[src/rtl/sqe_pkg.sv]
package sqe_pkg;

    typedef enum logic {
        PAR_EVEN = 1'b0,
        PAR_ODD  = 1'b1
    } parity_e;

endpackage

[src/rtl/sqe_lead_one.sv]
module sqe_lead_one
    import sqe_pkg::*;
#(
    parameter int W  = 17,
    parameter int CW = $clog2(W + 1)
) (
    input  logic [W-1:0]  opnd,
    output logic [CW-1:0] nbits,
    output parity_e       par,
    output logic          is_zero
);

    always_comb begin
        nbits = '0;
        for (int i = 0; i < W; i++) begin
            if (opnd[i]) nbits = CW'(i + 1);
        end
        par     = nbits[0] ? PAR_ODD : PAR_EVEN;
        is_zero = (nbits == '0);
    end

    // the effective bit count never exceeds the operand width
    always_comb begin
        assert_count_range_R1: assert (nbits <= CW'(W));
    end

endmodule

[src/rtl/sqe_shift_insert.sv]
module sqe_shift_insert
    import sqe_pkg::*;
#(
    parameter int W  = 17,
    parameter int CW = $clog2(W + 1),
    parameter int EW = (W + 1) / 2
) (
    input  logic [W-1:0]  opnd,
    input  logic [CW-1:0] nbits,
    input  parity_e       par,
    output logic [CW-1:0] half,
    output logic [EW-1:0] est
);

    logic [W:0] opnd_adj;
    logic [W:0] shifted;

    always_comb begin
        opnd_adj = (par == PAR_ODD) ? {opnd, 1'b0} : {1'b0, opnd};
        half     = CW'((nbits + CW'(par == PAR_ODD)) >> 1);
        shifted  = opnd_adj >> (half + CW'(1));
        est      = EW'(shifted);
        if (half != '0) est = est | (EW'(1) << (half - CW'(1)));
    end

endmodule

[src/rtl/sqe_index.sv]
module sqe_index #(
    parameter int EW = 9,
    parameter int CW = 5,
    parameter int IW = 6
) (
    input  logic [EW-1:0] est,
    input  logic [CW-1:0] half,
    output logic [IW-1:0] idx
);

    logic [EW-1:0] aligned;

    always_comb begin
        aligned = est << (CW'(EW) - half);
        idx     = aligned[EW-2 -: IW];
    end

endmodule

[src/rtl/shift_sqrt_est.sv]
module shift_sqrt_est
    import sqe_pkg::*;
#(
    parameter int SUM_W = 17,
    parameter int IDX_W = 6
) (
    input  logic                     clk,
    input  logic                     rst_n,
    input  logic                     in_valid,
    input  logic [SUM_W-1:0]         in_sum,
    output logic                     out_valid,
    output logic [(SUM_W+1)/2-1:0]   out_est,
    output logic                     out_odd,
    output logic                     out_zero,
    output logic [IDX_W-1:0]         out_idx
);

    localparam int CNT_W = $clog2(SUM_W + 1);
    localparam int EST_W = (SUM_W + 1) / 2;

    typedef struct packed {
        logic             valid;
        logic             zero;
        logic             odd;
        logic [EST_W-1:0] est;
        logic [IDX_W-1:0] idx;
    } res_t;

    res_t st_d, st_q;

    logic [CNT_W-1:0] nbits_w;
    parity_e          par_w;
    logic             zero_w;
    logic [CNT_W-1:0] half_w;
    logic [EST_W-1:0] est_w;
    logic [IDX_W-1:0] idx_w;

    sqe_lead_one #(.W(SUM_W), .CW(CNT_W)) u_lead (
        .opnd    (in_sum),
        .nbits   (nbits_w),
        .par     (par_w),
        .is_zero (zero_w)
    );

    sqe_shift_insert #(.W(SUM_W), .CW(CNT_W), .EW(EST_W)) u_shift (
        .opnd  (in_sum),
        .nbits (nbits_w),
        .par   (par_w),
        .half  (half_w),
        .est   (est_w)
    );

    sqe_index #(.EW(EST_W), .CW(CNT_W), .IW(IDX_W)) u_idx (
        .est  (est_w),
        .half (half_w),
        .idx  (idx_w)
    );

    always_comb begin
        st_d       = st_q;
        st_d.valid = in_valid;
        if (in_valid) begin
            st_d.zero = zero_w;
            st_d.odd  = (par_w == PAR_ODD);
            st_d.est  = est_w;
            st_d.idx  = idx_w;
        end
    end

    always_ff @(posedge clk) begin
        if (!rst_n) st_q <= '0;
        else        st_q <= st_d;
    end

    assign out_valid = st_q.valid;
    assign out_zero  = st_q.zero;
    assign out_odd   = st_q.odd;
    assign out_est   = st_q.est;
    assign out_idx   = st_q.idx;

    assert_valid_follow_R8: assert property (@(posedge clk) disable iff (!rst_n)
        in_valid |=> out_valid);

    assert_idle_drop_R9: assert property (@(posedge clk) disable iff (!rst_n)
        !in_valid |=> !out_valid);

    assert_idle_hold_R9: assert property (@(posedge clk) disable iff (!rst_n)
        !in_valid |=> ($stable(out_est) && $stable(out_idx) && $stable(out_odd) && $stable(out_zero)));

    assert_zero_fields_R5: assert property (@(posedge clk) disable iff (!rst_n)
        (out_valid && out_zero) |-> (out_est == '0 && out_idx == '0 && !out_odd));

    assert_zero_source_R5: assert property (@(posedge clk) disable iff (!rst_n)
        out_valid |-> (out_zero == ($past(in_sum) == '0)));

    assert_nonzero_est_R4: assert property (@(posedge clk) disable iff (!rst_n)
        (out_valid && !out_zero) |-> (out_est != '0));

endmodule

[config.mk]
export PLATFORM = sky130hd
export DESIGN_NAME = shift_sqrt_est
export DESIGN_NICKNAME = d
export VERILOG_FILES = /design/src/rtl/sqe_pkg.sv /design/src/rtl/sqe_lead_one.sv /design/src/rtl/sqe_shift_insert.sv /design/src/rtl/sqe_index.sv /design/src/rtl/shift_sqrt_est.sv
export SDC_FILE = /design/constraint.sdc
export NUM_CORES = 1
export LEC_CHECK = 0
export ABC_AREA = 1
export BUFFER_PORTS_ARGS = -buffer_cell sky130_fd_sc_hd__buf_4
export CAP_MARGIN = 20
export CORE_MARGIN = 8
export CORE_UTILIZATION = 27
export DETAILED_ROUTE_END_ITERATION = 8
export PLACE_DENSITY = 0.43
export SYNTH_ARGS = -nofsm -noshare
export SYNTH_HDL_FRONTEND = slang
export SYNTH_SLANG_ARGS = --single-unit
[constraint.sdc]
create_clock -name clk -period 5 [get_ports clk]
set_input_delay 0.25 -clock clk [delete_from_list [all_inputs] [get_ports clk]]
set_output_delay 0.25 -clock clk [all_outputs]
set_load 0.005 [all_outputs]
After elaboration in Yosys (flattened, before gate mapping)
Index checks and enable logic that the tools add are counted.
{ "word_totals": {"word_cells": 35, "output_inout_bits": 18, "regBits": 18, "in_bits": 20} }
{ "op_classes": {"muxes": 20, "addsub": 4, "reduce_logical": 2, "shifts": 3, "n_bitwise": 1} }
{ "ops": {"columns": ["op", "n"], "rows": [
  ["$mux W4", 8],
  ["$mux W18", 1],
  ["$shr A18 B5 Y9", 1],
  ["$mux W3", 4],
  ["$mux W5", 2],
  ["$mux W9", 1],
  ["$or A9 B9 Y9", 1],
  ["$shl A1 B5 Y9 const A", 1],
  ["$shl A9 B5 Y8", 1],
  ["$add A4 B1 Y5 const B", 1],
  ["$add A5 B1 Y5", 1],
  ["$logic_not A5 Y1", 1],
  ["$reduce_bool A5 Y1", 1],
  ["$sub A4 B1 Y5 const B", 1],
  ["$sub A4 B4 Y5 const A", 1],
  ["$mux W2", 2],
  ["$mux W1", 2]
]} }

Depth between registers and ports, before layout
Gate-level depths: netlist (run 1).
{ "logic_depth": {"word_depth": 24, "mapped_depth": 37, "mapped_depth_nobuf": 35} }

Hierarchy
Synthesis (run 1) repeated with hierarchy kept, for this count alone.
{ "hier_totals": {"hier_cells": 445, "area_unflattened_um2": 2378.5} }
{ "by_module_without_submodules": {"columns": ["mod", "area_each_um2", "seq_area_each_um2", "cells_each", "instances"], "rows": [
  ["sqe_shift_insert", 1003.5, 0.0, 207, 1],
  ["shift_sqrt_est", 747.0, 360.3, 111, 1],
  ["sqe_index", 404.1, 0.0, 73, 1],
  ["sqe_lead_one", 224.0, 0.0, 54, 1]
]} }

Least setup slack after synthesis (run 1)
Ideal clock, no wire load.
{ "synth_path": {"path_kind": "input-to-reg", "start": "input port in_sum[1]", "end": "register st_q, in the netlist out_idx[4]", "t_required_ns": 4.888, "setup_time_ns": 0.112, "t_arrival_ns": 3.420, "cell_stages": 36, "n_path_buf": 2, "path_slack_ns": 1.468, "cell_sequence": "inv_2 > nand2_1 > nand2_1 > nand2_1 > nand2_1 > nand2_1 > nand2_1 > nand2_1 > nand2_1 > nand2_1 > nand2_1 > nand2_1 > nand2_1 > nand2_2 > nand2_4 > nand2_4 > buf_6 > inv_1 > ha_1 > or2_1 > nand2_2 > clkbuf_1 > ha_1 > inv_1 > o21ai_0 > xnor2_1 > inv_2 > nand3_2 > o21ai_1 > nand3b_2 > nand2_1 > nor2_1 > nor2_1 > a21oi_2 > nand2_1 > nand2_1"} }
{ "synth_via": {"elab_chain_len": 23, "word_cells_on_any_way": 28, "classes_between": "add/sub (4); shift (3); mux (19); bitwise (1); reduce/logical (1)"} }
{ "synth_lines": {"columns": ["item", "line", "rtl"], "rows": [
  ["start: declaration", "shift_sqrt_est.sv:10", "input logic [SUM_W-1:0] in_sum,"],
  ["$mux W2 (*) (2 in series)", "sqe_lead_one.sv:16", "if (opnd[i]) nbits = CW'(i + 1);"],
  ["$mux W3 (*) (4 in series)", "sqe_lead_one.sv:16", null],
  ["$mux W4 (*) (8 in series)", "sqe_lead_one.sv:16", null],
  ["$mux W5 (*) (2 in series)", "sqe_lead_one.sv:16", null],
  ["$mux W1 (*)", "sqe_lead_one.sv:18", "par = nbits[0] ? PAR_ODD : PAR_EVEN;"],
  ["named net par_w", "shift_sqrt_est.sv:32", "parity_e par_w;"],
  ["$add A5 B1 Y5", "sqe_shift_insert.sv:20", "half = CW'((nbits + CW'(par == PAR_ODD)) >> 1);"],
  ["$add A4 B1 Y5 or $sub A4 B1 Y5 (tied branches)", "sqe_shift_insert.sv:21, sqe_shift_insert.sv:23", null],
  ["$shr A18 B5 Y9 or $shl A1 B5 Y9 (tied branches)", "sqe_shift_insert.sv:21, sqe_shift_insert.sv:23", null],
  ["$or A9 B9 Y9", "sqe_shift_insert.sv:23", "if (half != '0) est = est | (EW'(1) << (half - CW'(1)));"],
  ["$mux W9", "sqe_shift_insert.sv:23", null],
  ["$shl A9 B5 Y8 (*)", "sqe_index.sv:14", "aligned = est << (CW'(EW) - half);"],
  ["end signal: assignment", "shift_sqrt_est.sv:72", "else st_q <= st_d;"],
  ["end: declaration", "shift_sqrt_est.sv:29", "res_t st_d, st_q;"]
]} }
The timed path passes the listed nets; every way through them passes the cells marked *.
A chain may end at the register's enable or synchronous reset.

Worst setup path after layout (run 1)
{ "layout_path": {"start": "input port in_sum[2]", "end": "register st_q, in the netlist out_idx[4]"} }
{ "layout_via": {"elab_chain_len": 22, "word_cells_on_any_way": 27, "classes_between": "add/sub (4); shift (3); mux (18); bitwise (1); reduce/logical (1)"} }
{ "layout_lines": {"columns": ["item", "line"], "rows": [
  ["$mux W2 (*)", "sqe_lead_one.sv:16"],
  ["$mux W3 (*) (4 in series)", "sqe_lead_one.sv:16"],
  ["$mux W4 (*) (8 in series)", "sqe_lead_one.sv:16"],
  ["$mux W5 (*) (2 in series)", "sqe_lead_one.sv:16"],
  ["$mux W1 (*)", "sqe_lead_one.sv:18"],
  ["named net par_w", "shift_sqrt_est.sv:32"],
  ["$add A5 B1 Y5", "sqe_shift_insert.sv:20"],
  ["$add A4 B1 Y5 or $sub A4 B1 Y5 (tied branches)", "sqe_shift_insert.sv:21, sqe_shift_insert.sv:23"],
  ["$shr A18 B5 Y9 or $shl A1 B5 Y9 (tied branches)", "sqe_shift_insert.sv:21, sqe_shift_insert.sv:23"],
  ["$or A9 B9 Y9", "sqe_shift_insert.sv:23"],
  ["$mux W9", "sqe_shift_insert.sv:23"],
  ["$shl A9 B5 Y8 (*)", "sqe_index.sv:14"]
]} }
Marks and branches as above.

==> run_results.csv, run 1 <==
group,metric,value,unit
global_routing,track_usage,0.131,
critical_path,cp_top_family,"simple AND/OR/NAND/NOR gates",
critical_path,reg2reg_to,"out_idx[5]$_SDFFE_PN0P_",
critical_path,crit_type,"in -> reg",
timing,timing.final.ws_setup,1.01,ns
timing,relSlewSlack,0.360,
pwr,p_per_area,235,mW/mm²
critical_path,reg2regPathDepth,3,
placed_design,gp_congestion,0.863,
hold_path,hold_path_end,"out_est[7]$_SDFFE_PN0P_",
yosys,synth_nets,398,
yosys,yosysSeqAreaShare,0.168,
critical_path,cpMostUsedCell,"nand2_1",
die,dieArea,0.0110,mm²
die,die_h,105,µm
detailed_routing,drt_wl_total,7310,µm
hold_path,hold_path_class,"in -> reg",
detailed_routing,drtPass1Iterations,5,
timing,hold_viol_final,0,
timing,setup_tns,0,ns
finish,final_core_util,0.332,
clock_tree,cts_resized,0,
detailed_routing,antenna_left,0,
timing,whs,0.245,ns
timing,finalCritPeriodShare,0.798,
detailed_routing,dr.first_iter.drc_count,137,
hold_path,worstHoldPathCells,2,
timing,fmaxAchievable,251,MHz
die,die_w,105,µm
placed_design,io_buffers,37,
global_routing,grt_max_degree,28,
finish,n_antenna_cell,0,
critical_path,critPathBufInv,5,
timing,worst_pin_slew,0.957,ns
timing,fin_skew,0,ns
critical_path,cp_slowest_cell,"nand2_2",
yosys,ys_ff_latch,18,
yosys,yosysWarnings,0,
clock_tree,cts_sinks,18,
detailed_routing,wl_per_cell,14.4,µm
global_routing,grt_overflow,0,
clock_tree,cts_root_buf,"clkbuf_8",
critical_path,cp-startpoint,"in_sum[2]",
critical_path,rrSetupSlack,4.26,ns
detailed_routing,vias,2545,
clock_tree,cts_buffers,3,
global_routing,grt_first_pass_wirelength,12400,µm
finish,final_cell_mix,"nand2_1 (114), nand3_1 (94), buf_4 (41)",
finish,drive_gt1_frac,0.198,
global_routing,antenna_found_initial,0,
clock_tree,cts_hold_buf,0,
pwr,leakage,1.28,nW
critical_path,timing.rr.start,"out_idx[5]$_SDFFE_PN0P_",
clock_tree,cts_tree,"yes",
global_routing,grt_pass1_vias,2548,
critical_path,worst-path-max-fanout,23,
detailed_routing,drcViolationCount,0,
pwr,vdd_ir_drop_max,0.0758,mV
clock_tree,post_cts_buffers,0,
yosys,syn_area,0.00214,mm²
timing,final-setup-viol-count,0,
critical_path,arrival,4.15,ns
placed_design,dp_slack,0.800,ns
finish,final_common_cell,"nand2_1",
run,maxCapViolations,0,
clock_tree,clkTransAtPathRegs,0.07,ns
clock_tree,cts_htree_levels,1,
timing,rsz0062_at_grt,"false",
die,rows,32,
yosys,synthesis.instances,374,
critical_path,critPathMaxStageDelay,0.37,ns
yosys,syn_area_per_cell,5.72,µm²
critical_path,crit_path_end_kind,"flip-flop",
clock_tree,cts_max_path_buffers,2,
timing,min_period,3.99,ns
placed_design,dp_hpwl,5880,µm
hold_path,worst_hold_startpoint,"in_valid",
die,fp.coreArea,0.00769,mm²
yosys,yosysUniqueCellTypes,37,
clock_tree,clk_latency,0.26,ns
status,outcome,"complete, no violations",
finish,syn2layout_area_growth,19.1,%
die,initial_core_util,0.278,
finish,nets,429,
detailed_routing,vias_per_cell,5.03,
die,ios,38,
critical_path,worst_ep_required_time,5.16,ns
critical_path,start_kind,"input port",
timing,drv_slew,0,
[cells by family (layout without fill, tap and decap cells)]
kind of cell / after synthesis / count (layout) / share of synthesized area
and+or+nand+nor: 257 / 257 / 0.563
buffers and inverters: 52 / 82 / 0.103
AOI/OAI and AO/OA: 41 / 41 / 0.133
DFF: 18 / 18 / 0.168
adders and majority gates: 4 / 4 / 0.0234
xor gates and xnor gates: 2 / 2 / 0.00818
[registers in the layout, indices dropped and copies added (netlist names)]
signal,cells
out_zero,1
out_idx,6
out_valid,1
out_est,9
out_odd,1
[per-layer routing]
| metal | vias to the layer above | global-route usage | part of all wire |
|---|---|---|---|
| li1 | 1317 | - | - |
| met1 | 1181 | 0.171 | 0.50 |
| met2 | 45 | 0.220 | 0.46 |
| met3 | 2 | 0.0227 | 0.030 |
| met4 | 0 | 0.0275 | 0.0051 |
| met5 | - | 0 | 0 |
[cells in the mapped netlist (all sizes together)]
cell type,number,area share
inv,36,0.063
nand4,10,0.029
a31oi,2,0.0058
dfxtp,18,0.17
nor2,22,0.047
a32o,1,0.0047
a21boi,1,0.0035
o211ai,4,0.014
o21ai,16,0.046
nand3,98,0.24
a21oi,9,0.023
ha,4,0.023
a41oi,1,0.0076
clkinv,1,0.0018
clkbuf,3,0.0053
xnor2,1,0.0041
buf,12,0.033
a22o,6,0.025
a221oi,1,0.0041
nand3b,1,0.0053
nand2,123,0.23
nor3,1,0.0047
or2,2,0.0058
xor2,1,0.0041
[final cells by class]
| cell class | count | area, µm² |
|---|---|---|
| multi-input combinational | 304 | 1560 |
| fill | 900 | 5140 |
| timing repair buffer | 41 | 308 |
| tap | 102 | 128 |
| sequential | 18 | 360 |
| inverter | 37 | 139 |
| clock buffer | 4 | 55.1 |
[report_power, final]
part	total, W	internal, W	switching, W
clock	0.000121	0.0000700	0.0000509
combinational	0.000316	0.000112	0.000204
sequential	0.000163	0.000157	0.00000672
[stage by stage]
| stage | instances | total power (W) | area, µm² |
|---|---|---|---|
| after floorplan | 374 | 0.000384 | 2140 |
| after global placement | 502 | 0.000484 | 2490 |
| after detailed placement | 502 | 0.000481 | 2490 |
| after CTS | 506 | 0.000606 | 2550 |
| after global routing | 506 | 0.000658 | 2550 |
| final | 506 | 0.000600 | 2550 |
[worst max path at each step]
stage / cells after the start / to
floorplan: 36 / out_idx[4]$_SDFFE_PN0P_
global placement: 34 / out_idx[4]$_SDFFE_PN0P_
detailed placement: 35 / out_idx[4]$_SDFFE_PN0P_
CTS: 35 / out_idx[4]$_SDFFE_PN0P_
global route: 34 / out_idx[4]$_SDFFE_PN0P_
finish: 35 / out_idx[4]$_SDFFE_PN0P_
Note: power is estimated with default switching activity, not from simulation.
==> inputs of run 2 (changes only) <==
--- a/config.mk
+++ b/config.mk
@@ -11,7 +11,7 @@
 export CORE_MARGIN = 8
 export CORE_UTILIZATION = 27
 export DETAILED_ROUTE_END_ITERATION = 8
-export PLACE_DENSITY = 0.43
+export PLACE_DENSITY = 0.45
 export SYNTH_ARGS = -nofsm -noshare
 export SYNTH_HDL_FRONTEND = slang
 export SYNTH_SLANG_ARGS = --single-unit
==> constraint.sdc (replaced) <==
create_clock -name clk -period 3.6 [get_ports clk]
set_input_delay 0.18 -clock clk [delete_from_list [all_inputs] [get_ports clk]]
set_output_delay 0.18 -clock clk [all_outputs]
set_load 0.005 [all_outputs]
==> run_results.csv, run 2 (synthesis results as in run 1) <==
group,metric,value,unit
status,outcome,"complete, no violations",
die,fp.coreArea,0.00769,mm²
finish,largest_register_ffs,9,
detailed_routing,drt_wl_total,7200,µm
die,die_w,105,µm
critical_path,rrSetupSlack,2.85,ns
global_routing,grt_overflow,0,
detailed_routing,wl_per_cell,14.1,µm
detailed_routing,antenna_left,0,
placed_design,dp_cells,507,
finish,instances_no_fill,511,
hold_path,hold_path_class,"in -> reg",
timing,fin_skew,0,ns
placed_design,dp_slack,0.189,ns
critical_path,worst_ep_required_time,3.80,ns
timing,finalCritPeriodShare,0.870,
critical_path,crit_type,"in -> reg",
finish,n_antenna_cell,0,
detailed_routing,drtPass1Iterations,4,
critical_path,crit_path_end_kind,"flip-flop",
timing,rsz0062_at_grt,"false",
pwr,power,0.000836,W
critical_path,arrival,3.34,ns
critical_path,start_kind,"input port",
placed_design,dp_hpwl,5830,µm
clock_tree,cts_sinks,18,
clock_tree,clk_latency,0.25,ns
global_routing,grt_pass1_vias,2552,
die,die_h,105,µm
critical_path,cp-startpoint,"in_sum[2]",
global_routing,antenna_found_initial,0,
critical_path,reg2regPathDepth,3,
timing,fmaxAchievable,319,MHz
critical_path,cp_slowest_cell,"nor2_1",
die,ios,38,
finish,final_cell_mix,"nand2_1 (114), nand3_1 (94), buf_4 (46)",
timing,worst_pin_slew,0.979,ns
clock_tree,cts_hold_buf,0,
pwr,leakage,1.30,nW
die,rows,32,
detailed_routing,dr.first_iter.drc_count,276,
die,dieArea,0.0110,mm²
detailed_routing,vias,2560,
critical_path,critPathMaxStageDelay,0.33,ns
clock_tree,cts_max_path_buffers,2,
detailed_routing,vias_per_cell,5.01,
finish,drive_gt1_frac,0.208,
global_routing,grt_max_degree,25,
timing,hold_viol_final,0,
clock_tree,cts_buffers,3,
placed_design,gp_congestion,0.855,
placed_design,placed_cell_area,0.00253,mm²
critical_path,cpMostUsedCell,"nand2_1",
timing,final-setup-viol-count,0,
die,initial_core_util,0.278,
global_routing,track_usage,0.132,
global_routing,grt_first_pass_wirelength,12500,µm
finish,final_common_cell,"nand2_1",
timing,relSlewSlack,0.345,
finish,fin_area,0.00259,mm²
timing,setup_tns,0,ns
finish,syn2layout_area_growth,20.8,%
clock_tree,clkTransAtPathRegs,0.07,ns
pwr,vdd_ir_drop_max,0.115,mV
run,maxCapViolations,0,
timing,timing.final.ws_setup,0.467,ns
critical_path,worst-path-max-fanout,21,
pwr,p_per_area,323,mW/mm²
clock_tree,post_cts_buffers,0,
critical_path,reg2reg_to,"out_idx[5]$_SDFFE_PN0P_",
clock_tree,cts_htree_levels,1,
detailed_routing,drcViolationCount,0,
clock_tree,cts_resized,0,
placed_design,io_buffers,37,
timing,min_period,3.13,ns
critical_path,cp-endpoint,"out_idx[3]$_SDFFE_PN0P_",
timing,drv_slew,0,
finish,nets,434,
clock_tree,cts_tree,"yes",
critical_path,timing.rr.start,"out_idx[5]$_SDFFE_PN0P_",
clock_tree,cts_root_buf,"clkbuf_8",
-- run 2: changes by cell type in the layout (fill, tap and decap cells not counted), sizes merged --
cell / delta
buf: +5
-- run 2: worst min path at each step --
stage                                        from                      end  slack [ns]  cells after the start
after floorplan                          in_valid  out_est[7]$_SDFFE_PN0P_        0.29                      1
after global placement    out_idx[3]$_SDFFE_PN0P_  out_idx[3]$_SDFFE_PN0P_        0.44                      2
after detailed placement  out_idx[4]$_SDFFE_PN0P_  out_idx[4]$_SDFFE_PN0P_        0.44                      2
after CTS                                in_valid  out_est[7]$_SDFFE_PN0P_        0.19                      2
after global routing                     in_valid  out_est[7]$_SDFFE_PN0P_        0.21                      2
final                                    in_valid  out_est[7]$_SDFFE_PN0P_        0.20                      2
-- run 2: metal layers --
layer / up-vias / track usage / wire length (µm) / part of all wire
met2: 50 / 0.220 / 3380 / 0.47
met4: 0 / 0.0275 / 78 / 0.011
met1: 1177 / 0.176 / 3420 / 0.48
met3: 7 / 0.0197 / 315 / 0.044
li1: 1326 / - / - / -
met5: - / 0 / 0 / 0
-- run 2: where the power goes --
part	internal [W]	total, W	switching [W]
Clock	0.0000972	0.000168	0.0000707
Combinational	0.000161	0.000441	0.000280
Sequential	0.000217	0.000227	0.00000954
Total	0.000475	0.000836	0.000361
-- run 2: cell type report --
class	instances	area [µm²]
Timing Repair Buffer	46	345
Clock buffer	4	55.1
Multi-Input combinational cell	304	1560
Inverter	37	139
Sequential cell	18	360
Fill cell	894	5100
Tap cell	102	128
-- run 2: stage by stage --
step / utilization / hold slack [ns]
after CTS: 0.336 / 0.193
after global placement: 0.329 / 0.442
after floorplan: - / 0.290
after global routing: 0.336 / 0.207
after detailed placement: 0.329 / 0.443
final: 0.336 / 0.198
-- run 2: critical path: cells and delay by family --
family | cells | cell delay, ns
adders and majority gates | 1 | 0.20
and+or+nand+nor | 26 | 2.24
AOI/OAI and AO/OA | 1 | 0.11
buffers and inverters | 5 | 0.56
==> inputs of run 3 (changes only) <==
--- a/config.mk
+++ b/config.mk
@@ -12,6 +12,7 @@
 export CORE_UTILIZATION = 27
 export DETAILED_ROUTE_END_ITERATION = 8
 export PLACE_DENSITY = 0.45
+export RECOVER_POWER = 25
 export SYNTH_ARGS = -nofsm -noshare
 export SYNTH_HDL_FRONTEND = slang
 export SYNTH_SLANG_ARGS = --single-unit
==> run_results.csv, run 3 (synthesis results as in run 1) <==
group,metric,value,unit
die,initial_core_util,0.278,
finish,final_common_cell,"nand2_1",
pwr,pwr-share-comb,0.527,
timing,setup_tns,0,ns
timing,rsz0062_at_grt,"false",
die,rows,32,
timing,worst_pin_slew,0.980,ns
pwr,p_seq_frac,0.272,
critical_path,cp_slowest_cell,"nor2_1",
clock_tree,cts_sinks,18,
critical_path,critPathMaxStageDelay,0.33,ns
hold_path,worstHoldPathCells,3,
global_routing,grt_max_degree,25,
timing,min_period,3.13,ns
pwr,p_switching,0.000361,W
clock_tree,post_cts_buffers,0,
timing,drv_slew,0,
critical_path,reg2reg_to,"out_idx[5]$_SDFFE_PN0P_",
global_routing,grt_overflow,0,
clock_tree,cts_hold_buf,0,
clock_tree,cts_tree,"yes",
clock_tree,cts_resized,0,
timing,hold_viol_final,0,
clock_tree,cts_max_path_buffers,2,
timing,whs,0.216,ns
timing,final-setup-viol-count,0,
pwr,p_int,0.000474,W
placed_design,io_buffers,37,
pwr,leakage,1.30,nW
detailed_routing,wl_per_cell,14.1,µm
placed_design,gp_congestion,0.855,
clock_tree,cts_htree_levels,1,
finish,drive_gt1_frac,0.205,
die,fp.coreArea,0.00769,mm²
placed_design,dp_hpwl,5830,µm
pwr,swShare,0.432,
die,dieArea,0.0110,mm²
hold_path,hold_path_class,"in -> reg",
timing,fmaxAchievable,319,MHz
global_routing,track_usage,0.132,
hold_path,hold_path_end,"out_est[8]$_SDFFE_PN0P_",
critical_path,worst_ep_required_time,3.80,ns
detailed_routing,drtPass1Iterations,4,
pwr,power.share.clock,0.202,
global_routing,grt_first_pass_wirelength,12500,µm
run,maxCapViolations,0,
timing,finalCritPeriodShare,0.870,
detailed_routing,vias_per_cell,4.99,
pwr,p_per_area,323,mW/mm²
finish,syn2layout_area_growth,20.6,%
detailed_routing,drt_wl_total,7180,µm
finish,largest_register_ffs,9,
hold_path,worst_hold_startpoint,"rst_n",
detailed_routing,vias,2549,
finish,final_cell_mix,"nand2_1 (114), nand3_1 (94), buf_4 (37)",
critical_path,worst-path-max-fanout,21,
detailed_routing,dr.first_iter.drc_count,251,
timing,fin_skew,0,ns
status,outcome,"complete, no violations",
global_routing,antenna_found_initial,0,
critical_path,crit_type,"in -> reg",
clock_tree,cts_root_buf,"clkbuf_8",
finish,nets,434,
global_routing,grt_pass1_vias,2552,
critical_path,crit_path_end_kind,"flip-flop",
timing,relSlewSlack,0.344,
critical_path,reg2regPathDepth,3,
die,die_w,105,µm
detailed_routing,antenna_left,0,
finish,n_antenna_cell,0,
clock_tree,cts_buffers,3,
clock_tree,clkTransAtPathRegs,0.07,ns
critical_path,start_kind,"input port",
die,ios,38,
clock_tree,clk_latency,0.26,ns
critical_path,cpMostUsedCell,"nand2_1",
critical_path,rrSetupSlack,2.85,ns
critical_path,timing.rr.start,"out_idx[5]$_SDFFE_PN0P_",
pwr,vdd_ir_drop_max,0.115,mV
detailed_routing,drcViolationCount,0,
die,die_h,105,µm
critical_path,arrival,3.34,ns
==> run 3: changes by cell type in the layout (fill, tap and decap cells not counted) <==
cell      before  now
clkbuf_1       0    1
buf_4         46   37
clkbuf_4       0    8
==> run 3: layout make-up <==
type | instances | area [µm²]
timing repair buffer | 46 | 342
multi-input combinational | 304 | 1560
fill | 893 | 5100
sequential | 18 | 360
tap | 102 | 128
clock buffer | 4 | 55.1
inverter | 37 | 139
==> run 3: worst max-delay path, delay by kind of cell <==
family | cells | cell delay [ns]
AOI/OAI and AO/OA | 1 | 0.11
buffers and inverters | 5 | 0.57
adders and majority gates | 1 | 0.20
and+or+nand+nor | 26 | 2.25
==> run 3: how the worst max path moves through the flow <==
stage	from	endpoint	slack (ns)	cells after the start
after detailed placement	in_sum[2]	out_idx[5]$_SDFFE_PN0P_	0.19	28
after CTS	in_sum[2]	out_idx[5]$_SDFFE_PN0P_	0.46	28
after global placement	in_sum[1]	out_idx[5]$_SDFFE_PN0P_	0.16	32
final	in_sum[2]	out_idx[3]$_SDFFE_PN0P_	0.47	33
after floorplan	in_sum[1]	out_idx[4]$_SDFFE_PN0P_	0.14	36
after global routing	in_sum[2]	out_idx[3]$_SDFFE_PN0P_	0.02	33
==> run 3: power groups by stage <==
stage                     clock network [W]  registers, W  logic, W
after detailed placement                  0      0.000232  0.000444
final                              0.000168      0.000227  0.000440
after CTS                          0.000174      0.000227  0.000445
after global placement                    0      0.000232  0.000447
after global routing               0.000184      0.000230  0.000501
after floorplan                           0      0.000232  0.000301
==> run 3: stage by stage <==
step,utilization,setup slack [ns],power (W),area (µm²),cells
finish,0.336,0.468,0.000835,2580,511
global placement,0.329,0.163,0.000679,2530,507
floorplan,-,0.138,0.000533,2140,374
global route,0.336,0.0178,0.000914,2580,511
CTS,0.336,0.461,0.000846,2590,511
detailed placement,0.329,0.189,0.000675,2530,507
==> run 3: per-layer routing <==
metal | vias to the layer above | track usage | wire [µm] | share of wire
li1 | 1328 | - | - | -
met1 | 1153 | 0.176 | 3380 | 0.47
met4 | 0 | 0.0275 | 78 | 0.011
met2 | 61 | 0.220 | 3380 | 0.47
met3 | 7 | 0.0197 | 344 | 0.048
met5 | - | 0 | 0 | 0
